<file path="src/rtl/mosaic_lc_pkg.sv">
package mosaic_lc_pkg;
  typedef enum logic {
    CD_RMY = 1'b0,  // red minus luma
    CD_BMY = 1'b1   // negated blue minus luma
  } cd_kind_e;
endpackage

</file>
<file path="src/rtl/mlc_line_track.sv">
module mlc_line_track
  import mosaic_lc_pkg::*;
(
  input  logic     clk_i,
  input  logic     rst_ni,
  input  logic     smp_vld_i,
  input  logic     sol_i,
  input  logic     sof_i,
  input  logic     ob_i,
  output cd_kind_e kind_o,
  output logic     first_o,
  output logic     second_o
);
  cd_kind_e line_q;
  logic     phase_q;
  logic     act;

  assign act = smp_vld_i & ~ob_i;

  always_comb begin
    kind_o = line_q;
    if (smp_vld_i && sol_i) kind_o = sof_i ? CD_RMY : cd_kind_e'(~line_q);
  end

  assign second_o = act & ~sol_i & phase_q;
  assign first_o  = act & ~second_o;

  always_ff @(posedge clk_i or negedge rst_ni) begin
    if (!rst_ni) begin
      line_q  <= CD_RMY;
      phase_q <= 1'b0;
    end else if (smp_vld_i) begin
      if (sol_i) begin
        line_q  <= kind_o;
        phase_q <= act;
      end else if (act) begin
        phase_q <= ~phase_q;
      end
    end
  end

  AST_LINE_HOLD: assert property (@(posedge clk_i) disable iff (!rst_ni)
    !(smp_vld_i && sol_i) |=> $stable(line_q));

endmodule

</file>
<file path="src/rtl/mlc_black_est.sv">
module mlc_black_est #(
  parameter int SMP_W   = 10,
  parameter int OB_LOG2 = 5
) (
  input  logic             clk_i,
  input  logic             rst_ni,
  input  logic             smp_vld_i,
  input  logic             sol_i,
  input  logic             ob_i,
  input  logic [SMP_W-1:0] smp_i,
  output logic [SMP_W-1:0] blk_o
);
  localparam int N     = 1 << OB_LOG2;
  localparam int CNT_W = OB_LOG2 + 1;
  localparam int ACC_W = SMP_W + OB_LOG2;

  logic [CNT_W-1:0] cnt_q, base_cnt;
  logic [ACC_W-1:0] acc_q, base_acc, nxt_acc;
  logic [SMP_W-1:0] blk_q;
  logic             take, done;

  always_comb begin
    base_cnt = sol_i ? '0 : cnt_q;
    base_acc = sol_i ? '0 : acc_q;
    nxt_acc  = base_acc + ACC_W'(smp_i);
    take     = smp_vld_i & ob_i & (base_cnt != CNT_W'(N));
    done     = take & (base_cnt == CNT_W'(N - 1));
  end

  always_ff @(posedge clk_i or negedge rst_ni) begin
    if (!rst_ni) begin
      cnt_q <= '0;
      acc_q <= '0;
      blk_q <= '0;
    end else begin
      if (take) begin
        cnt_q <= base_cnt + CNT_W'(1);
        acc_q <= nxt_acc;
      end else if (smp_vld_i && sol_i) begin
        cnt_q <= '0;
        acc_q <= '0;
      end
      if (done) blk_q <= nxt_acc[ACC_W-1:OB_LOG2];
    end
  end

  assign blk_o = blk_q;

  AST_BLK_HOLD: assert property (@(posedge clk_i) disable iff (!rst_ni)
    !$stable(blk_q) |-> $past(smp_vld_i && ob_i));

endmodule

</file>
<file path="src/rtl/mlc_pair_calc.sv">
module mlc_pair_calc
  import mosaic_lc_pkg::*;
#(
  parameter int SMP_W = 10
) (
  input  logic                    clk_i,
  input  logic                    rst_ni,
  input  logic                    first_i,
  input  logic                    second_i,
  input  cd_kind_e                kind_i,
  input  logic [SMP_W-1:0]        smp_i,
  input  logic [SMP_W-1:0]        blk_i,
  output logic signed [SMP_W:0]   luma_o,
  output logic signed [SMP_W+1:0] chroma_o,
  output logic                    tag_o,
  output logic                    vld_o
);
  logic signed [SMP_W:0]   cor, c0_q;
  logic        [SMP_W+1:0] sum, dif;

  always_comb begin
    cor = $signed({1'b0, smp_i}) - $signed({1'b0, blk_i});
    sum = {cor[SMP_W], cor} + {c0_q[SMP_W], c0_q};
    dif = {cor[SMP_W], cor} - {c0_q[SMP_W], c0_q};
  end

  always_ff @(posedge clk_i or negedge rst_ni) begin
    if (!rst_ni) begin
      c0_q     <= '0;
      luma_o   <= '0;
      chroma_o <= '0;
      tag_o    <= 1'b0;
      vld_o    <= 1'b0;
    end else begin
      vld_o <= second_i;
      if (first_i) c0_q <= cor;
      if (second_i) begin
        luma_o   <= $signed(sum[SMP_W+1:1]);  // floor halving
        chroma_o <= $signed(dif);
        tag_o    <= kind_i;
      end
    end
  end

  AST_VLD_PULSE: assert property (@(posedge clk_i) disable iff (!rst_ni)
    vld_o |=> !vld_o);

endmodule

</file>
<file path="src/rtl/mosaic_lc_sep.sv">
module mosaic_lc_sep
  import mosaic_lc_pkg::*;
#(
  parameter int SMP_W   = 10,
  parameter int OB_LOG2 = 5
) (
  input  logic                    clk_i,
  input  logic                    rst_ni,
  input  logic                    smp_vld_i,
  input  logic [SMP_W-1:0]        smp_i,
  input  logic                    sol_i,
  input  logic                    sof_i,
  input  logic                    ob_i,
  output logic signed [SMP_W:0]   luma_o,
  output logic signed [SMP_W+1:0] chroma_o,
  output logic                    cd_tag_o,
  output logic                    out_vld_o
);
  cd_kind_e         kind;
  logic             first, second;
  logic [SMP_W-1:0] blk;

  mlc_line_track u_line (
    .clk_i, .rst_ni, .smp_vld_i, .sol_i, .sof_i, .ob_i,
    .kind_o(kind), .first_o(first), .second_o(second)
  );

  mlc_black_est #(.SMP_W(SMP_W), .OB_LOG2(OB_LOG2)) u_black (
    .clk_i, .rst_ni, .smp_vld_i, .sol_i, .ob_i, .smp_i, .blk_o(blk)
  );

  mlc_pair_calc #(.SMP_W(SMP_W)) u_pair (
    .clk_i, .rst_ni, .first_i(first), .second_i(second), .kind_i(kind),
    .smp_i, .blk_i(blk), .luma_o, .chroma_o, .tag_o(cd_tag_o), .vld_o(out_vld_o)
  );

  AST_NO_OB_OUT: assert property (@(posedge clk_i) disable iff (!rst_ni)
    out_vld_o |-> $past(smp_vld_i) && !$past(ob_i));

  AST_NO_SOL_OUT: assert property (@(posedge clk_i) disable iff (!rst_ni)
    out_vld_o |-> !$past(sol_i));

endmodule

</file>
<file path="config.mk">
export PLATFORM = sky130hd
export DESIGN_NAME = mosaic_lc_sep
export DESIGN_NICKNAME = d
export VERILOG_FILES = /design/src/rtl/mosaic_lc_pkg.sv /design/src/rtl/mlc_line_track.sv /design/src/rtl/mlc_black_est.sv /design/src/rtl/mlc_pair_calc.sv /design/src/rtl/mosaic_lc_sep.sv
export SDC_FILE = /design/constraint.sdc
export NUM_CORES = 1
export LEC_CHECK = 0
export ABC_AREA = 0
export BUFFER_PORTS_ARGS = -buffer_cell sky130_fd_sc_hd__buf_2
export CAP_MARGIN = 20
export CORE_UTILIZATION = 55
export CTS_CLUSTER_DIAMETER = 100
export CTS_CLUSTER_SIZE = 25
export DETAILED_ROUTE_END_ITERATION = 12
export PLACE_DENSITY_LB_ADDON = 0.05
export SETUP_SLACK_MARGIN = 0.3
export SLEW_MARGIN = 20
export SYNTH_ARGS = -nofsm -noshare
export SYNTH_HDL_FRONTEND = slang
export SYNTH_HIERARCHICAL = 1
export SYNTH_SLANG_ARGS = --single-unit
</file>
<file path="constraint.sdc">
create_clock -name clk_i -period 4.7 [get_ports clk_i]
set_clock_uncertainty 0.05 [all_clocks]
set_input_delay 0.47 -clock clk_i [delete_from_list [all_inputs] [get_ports clk_i]]
set_output_delay 0.47 -clock clk_i [all_outputs]
set_load 0.01 [all_outputs]
</file>
Yosys cells after proc, flatten, opt, wreduce, memory -nomap -nowiden
Cells that the tools add are included.
W data, S select, Z words.
- register bits after elaboration: 69
- input port bits: 16
- output and inout bits: 25
- logic and storage cells: 44
- add/sub/neg operators: 5
- eq/ne operators: 2
- muxes and demuxes: 10
- bitwise gates (word level): 12
- reductions and logical operators: 5
- operator list (cell ; count):
    $mux W15 ; 3
    $mux W6 ; 3
    $add A15 B10 Y15 ; 1
    $add A11 B11 Y12 ; 1
    $sub A11 B11 Y12 ; 1
    $sub A10 B10 Y11 ; 1
    $and A1 B1 Y1 ; 7
    $add A6 B1 Y6 const B ; 1
    $eq A6 B5 Y1 const B ; 1
    $ne A6 B6 Y1 const B ; 1
    $not A1 Y1 ; 5
    $mux W1 ; 4
    $reduce_and A2 Y1 ; 2
    $reduce_bool A2 Y1 ; 2
    $logic_and A1 B1 Y1 ; 1

Longest topological paths before layout
- depth after elaboration: 6
- depth in mapped cells: 15
- depth with buffers taken out: 14

By module
The synthesis kept the hierarchy.
- modules (own cells, without submodules) (module ; instances ; cells an instance ; area an instance (µm²) ; sequential area each (µm²)):
    mlc_pair_calc ; 1 ; 322 ; 2856.5 ; 900.9
    mlc_black_est ; 1 ; 223 ; 1998.2 ; 775.7
    mlc_line_track ; 1 ; 13 ; 131.4 ; 50.0

Least setup slack after synthesis
Ideal clock, no wire load.
- path type: input -> register
- start point: input smp_i[2]
- end point: register u_pair.chroma_o[10]
- setup time: 0.139 ns
- arrival time: 3.359 ns
- required time: 4.511 ns
- setup slack: 1.152 ns
- stages: 11
- buffers on the path: 0
- cell sequence: ha_1 -> nor2b_1 -> o31a_1 -> o41ai_1 -> xnor2_1 -> ha_1 -> inv_1 -> a211oi_1 -> a211oi_1 -> mux2_2 -> or4_1
- cells in the longest elaborated chain, start to end: 2
- ends and longest elaborated chain (item ; line ; RTL):
    start, declared ; mosaic_lc_sep.sv:10 ; input logic [SMP_W-1:0] smp_i,
    $sub A10 B10 Y11 ; mlc_pair_calc.sv:22 ; cor = $signed({1'b0, smp_i}) - $signed({1'b0, blk_i});
    via u_pair.cor[8] ; mlc_pair_calc.sv:18 ; logic signed [SMP_W:0] cor, c0_q;
    $sub A11 B11 Y12 ; mlc_pair_calc.sv:24 ; dif = {cor[SMP_W], cor} - {c0_q[SMP_W], c0_q};
    end signal, assigned ; mlc_pair_calc.sv:39 ; chroma_o <= $signed(dif);
    end, declared ; mlc_pair_calc.sv:14 ; output logic signed [SMP_W+1:0] chroma_o,
The timed path passes the listed nets, and every way through them passes these cells.
A chain may end at the register's enable or synchronous reset.

Worst setup path after layout
- start point: register u_black.blk_q[0], in the netlist u_black/blk_o[0]
- end point: register u_pair.chroma_o[10]
- cells in the longest elaborated chain, start to end: 2
- ends and longest elaborated chain (item ; line ; RTL):
    start, declared ; mlc_black_est.sv:19 ; logic [SMP_W-1:0] blk_q;
    start signal, assigned ; mlc_black_est.sv:43 ; if (done) blk_q <= nxt_acc[ACC_W-1:OB_LOG2];
    $sub A10 B10 Y11 ; mlc_pair_calc.sv:22 ;
    via u_pair.cor[8] ; mlc_pair_calc.sv:18 ;
    $sub A11 B11 Y12 ; mlc_pair_calc.sv:24 ;
The timed path passes the listed nets, and every way through them passes these cells.

==> results.yml <==
sta:
  max_slew.worst_pin.slew_ps: 1090
  fmax_mhz: 264
  fin_ws_ps: 916
  layout_worst_path_cycle_share_pct: 80.5
  setup_tns_ps: 0
  report.final.setup_viol: 0
  grt_setup_unrepaired: "false"
  worst_slew_margin_pct: 26.7
  maxSlewViolCount: 0
  final-hold-violation-count: 0
  layout_min_cycle_time_ps: 3780
  fin_hold_ws_ps: 286
synthesis:
  postSynthAreaPerCell_um2: 8.94
  synth.most_common_cell: "sky130_fd_sc_hd__dfrtp_1"
  mappedNetlistNets: 622
  syn-instance-count: 558
  yosys.area.top_type_share_pct: 34.6
  ys_ff_latch: 69
  synth_area_leaders: "sky130_fd_sc_hd__dfrtp_1, sky130_fd_sc_hd__ha_1, sky130_fd_sc_hd__a21oi_1, sky130_fd_sc_hd__xnor2_1, sky130_fd_sc_hd__inv_1"
  synth_async_sr_flop_share_pct: 100
  post_synth_num_cell_types: 75
  yosysWarningCount: 6
  seq_area_frac_synth_pct: 34.6
  ys.flop_type: "sky130_fd_sc_hd__dfrtp_1"
  syn-cell-area_um2: 4990
  synth_top_cells_by_count: "sky130_fd_sc_hd__dfrtp_1, sky130_fd_sc_hd__inv_1, sky130_fd_sc_hd__nand2_1, sky130_fd_sc_hd__ha_1"
  synth.largest_area_cell: "sky130_fd_sc_hd__dfrtp_1"
  synth-edff-count: 0
routing:
  viasPerCell: 5.75
  route.vias.total: 4049
  routed_wirelength_um: 11000
  drt_drc_violations_left: 0
  ant_nets: 0
  detail_route.first_pass.iterations: 4
  wl_per_cell_um: 15.7
  drt_iter0_drc: 115
grt:
  grt_pass1_wl_um: 18500
  grt_use_total_pct: 24.2
  global_route.overflow_total: 0
  grt_antenna_before_repair: 0
  pin_count_of_the_biggest_net_entering_global_routing: 70
  grt_pass1_vias: 3918
worst_setup_path:
  critical_path.max_stage_delay_ps: 510
  worst_path_dominant_cell_family: "adder cells"
  critPathBufInv: 1
  crit_type: "reg -> reg"
  req_time_crit_path_ps: 4860
  worstPathArrival_ps: 3940
  cp_slowest_cell: "sky130_fd_sc_hd__or4_1"
  timing.rr.start: "u_black/blk_o[0]"
  worst-path-stages: 12
  cp-startpoint: "u_black/blk_o[0]"
  setup.worst_path.start_class: "register"
  r2r_cells: 12
  rrSetupSlack_ps: 920
  worstPathCellList: "ha_1, fa_1, nor2b_1, o31a_1, o41ai_1, xnor2_1, ha_1, inv_1, a211oi_1, a211oi_1, mux2_2, or4_1"
  critPathMaxFanout: 6
  endpoint_kind: "register"
clock_network:
  clkLatencyLatePin_ps: 340
  clkSlewWorstSetupHoldPaths_ps: 70
  cts_resized: 0
  postCtsSetupBuffers: 0
  htree_num_levels: 3
  cts-root-to-sink-buffers: 2
  cts_hold_repair.buffers: 0
  cts_buffers: 9
  cts.sink_count: 69
  cts.root.buffer_cell: "sky130_fd_sc_hd__clkbuf_8"
  tritoncts: "built"
final_layout:
  fin_nets: 655
  layout-area-overhead-vs-synth_pct: 9.21
  final.fill_count: 788
  antenna_cells: 0
  drive_above_1_share_pct: 14.3
  post-route-cell-area_um2: 5450
die:
  design.die.area_um2: 9450
  number_of_top_level_design_ports: 41
  floorplan.die.width_um: 97.2
  design.core.area_um2: 8760
  initial_utilization_pct: 56.9
  floorplan.die.height_um: 97.2
  placementRows: 34
place:
  placedInstanceArea_um2: 5230
  buffer_ports.inserted: 40
  post-place-ws_ps: 725
  routabilityCongestion: 0.907
  dp_hpwl_um: 8170
pwr:
  power_density_nw_per_um2: 414
  switching_share_pct: 36.5
  comb_power_share_pct: 40.9
  vdd_ir_drop_max_uv: 206
  power.clock.fraction_pct: 22.7
  power_leakage_nw: 2.51
  sequentialPowerShare_pct: 36.4
  switching_power_w: 0.000821
  internal_power_w: 0.00143
run:
  cap_violations: 0
worst_hold_path:
  worstHoldPathType: "in -> async"
run_status:
  status: "finished clean"
-- registers in the layout (all words and copies together) (netlist names), 6 cells and up --
| register | count |
|---|---|
| u_black/blk_o | 10 |
| u_pair/luma_o | 11 |
| u_pair/c0_q | 11 |
| u_pair/chroma_o | 12 |
| u_black/acc_q | 15 |
| u_black/cnt_q | 6 |
-- kinds of logic after synthesis --
group | Yosys count | synth area share, %
adders and majority gates | 48 | 12.6
muxes | 19 | 4.14
DFF | 69 | 34.6
AOI/OAI and AO/OA | 153 | 20.4
xor gates and xnor gates | 29 | 5.09
buffers and inverters | 69 | 5.75
and+or+nand+nor | 171 | 17.3
-- layout make-up --
cell class                      count  area (um2)  area share, %
Clock buffer                       13         169           3.10
Clock inverter                      3        42.5          0.781
Inverter                           49         184           3.38
Multi-Input combinational cell    420        2970           54.6
Sequential cell                    69        1730           31.7
Tap cell                          108         135           2.48
Timing Repair Buffer               42         215           3.95
-- power groups by stage --
stage	registers, W	logic (W)	clock network, W
after CTS	0.000822	0.000922	0.000530
after global routing	0.000839	0.00102	0.000562
after detailed placement	0.000833	0.000917	0
after floorplan	0.000874	0.000615	0
final	0.000821	0.000921	0.000511
after global placement	0.000826	0.000903	0
-- cells in the final DEF, fill, tap and decap left out, drive strengths merged, types with 4 or more instances in the layout --
cell	count
a211o	5
a211oi	8
a21boi	4
a21o	6
a21oi	44
a22o	4
a31oi	6
buf	42
clkbuf	13
dfrtp	69
fa	4
ha	44
inv	49
mux2	13
mux2i	6
nand2	48
nand2b	15
nand3	6
nor2	43
nor2b	20
nor3	7
nor3b	5
o211ai	6
o21ai	35
o22ai	5
o31ai	6
or2	4
xnor2	24
xor2	5
-- final timing paths --
check                                       to
max                        u_pair/chroma_o[10]
min                         u_pair/chroma_o[3]
max reg2reg                u_pair/chroma_o[10]
min reg2reg                   u_black/blk_o[4]
max in group asynchronous    u_black/acc_q[12]
min in group clk_i            u_black/blk_o[4]
-- layer usage --
metal | global-route usage (%) | share of wire [%]
met3 | 3.17 | 2.7
met4 | 9.84 | 2.3
met1 | 30.0 | 44
met5 | 0 | 0
met2 | 42.6 | 51
-- through the flow --
step           instances  total power [W]  utilization, %
2_1_floorplan        558          0.00149               -
3_3_place_gp         688          0.00173            59.7
3_5_place_dp         688          0.00175            59.7
4_1_cts              704          0.00228            62.1
5_1_grt              704          0.00242            62.1
6_report             704          0.00225            62.1
(Power assumes the default switching activity.)
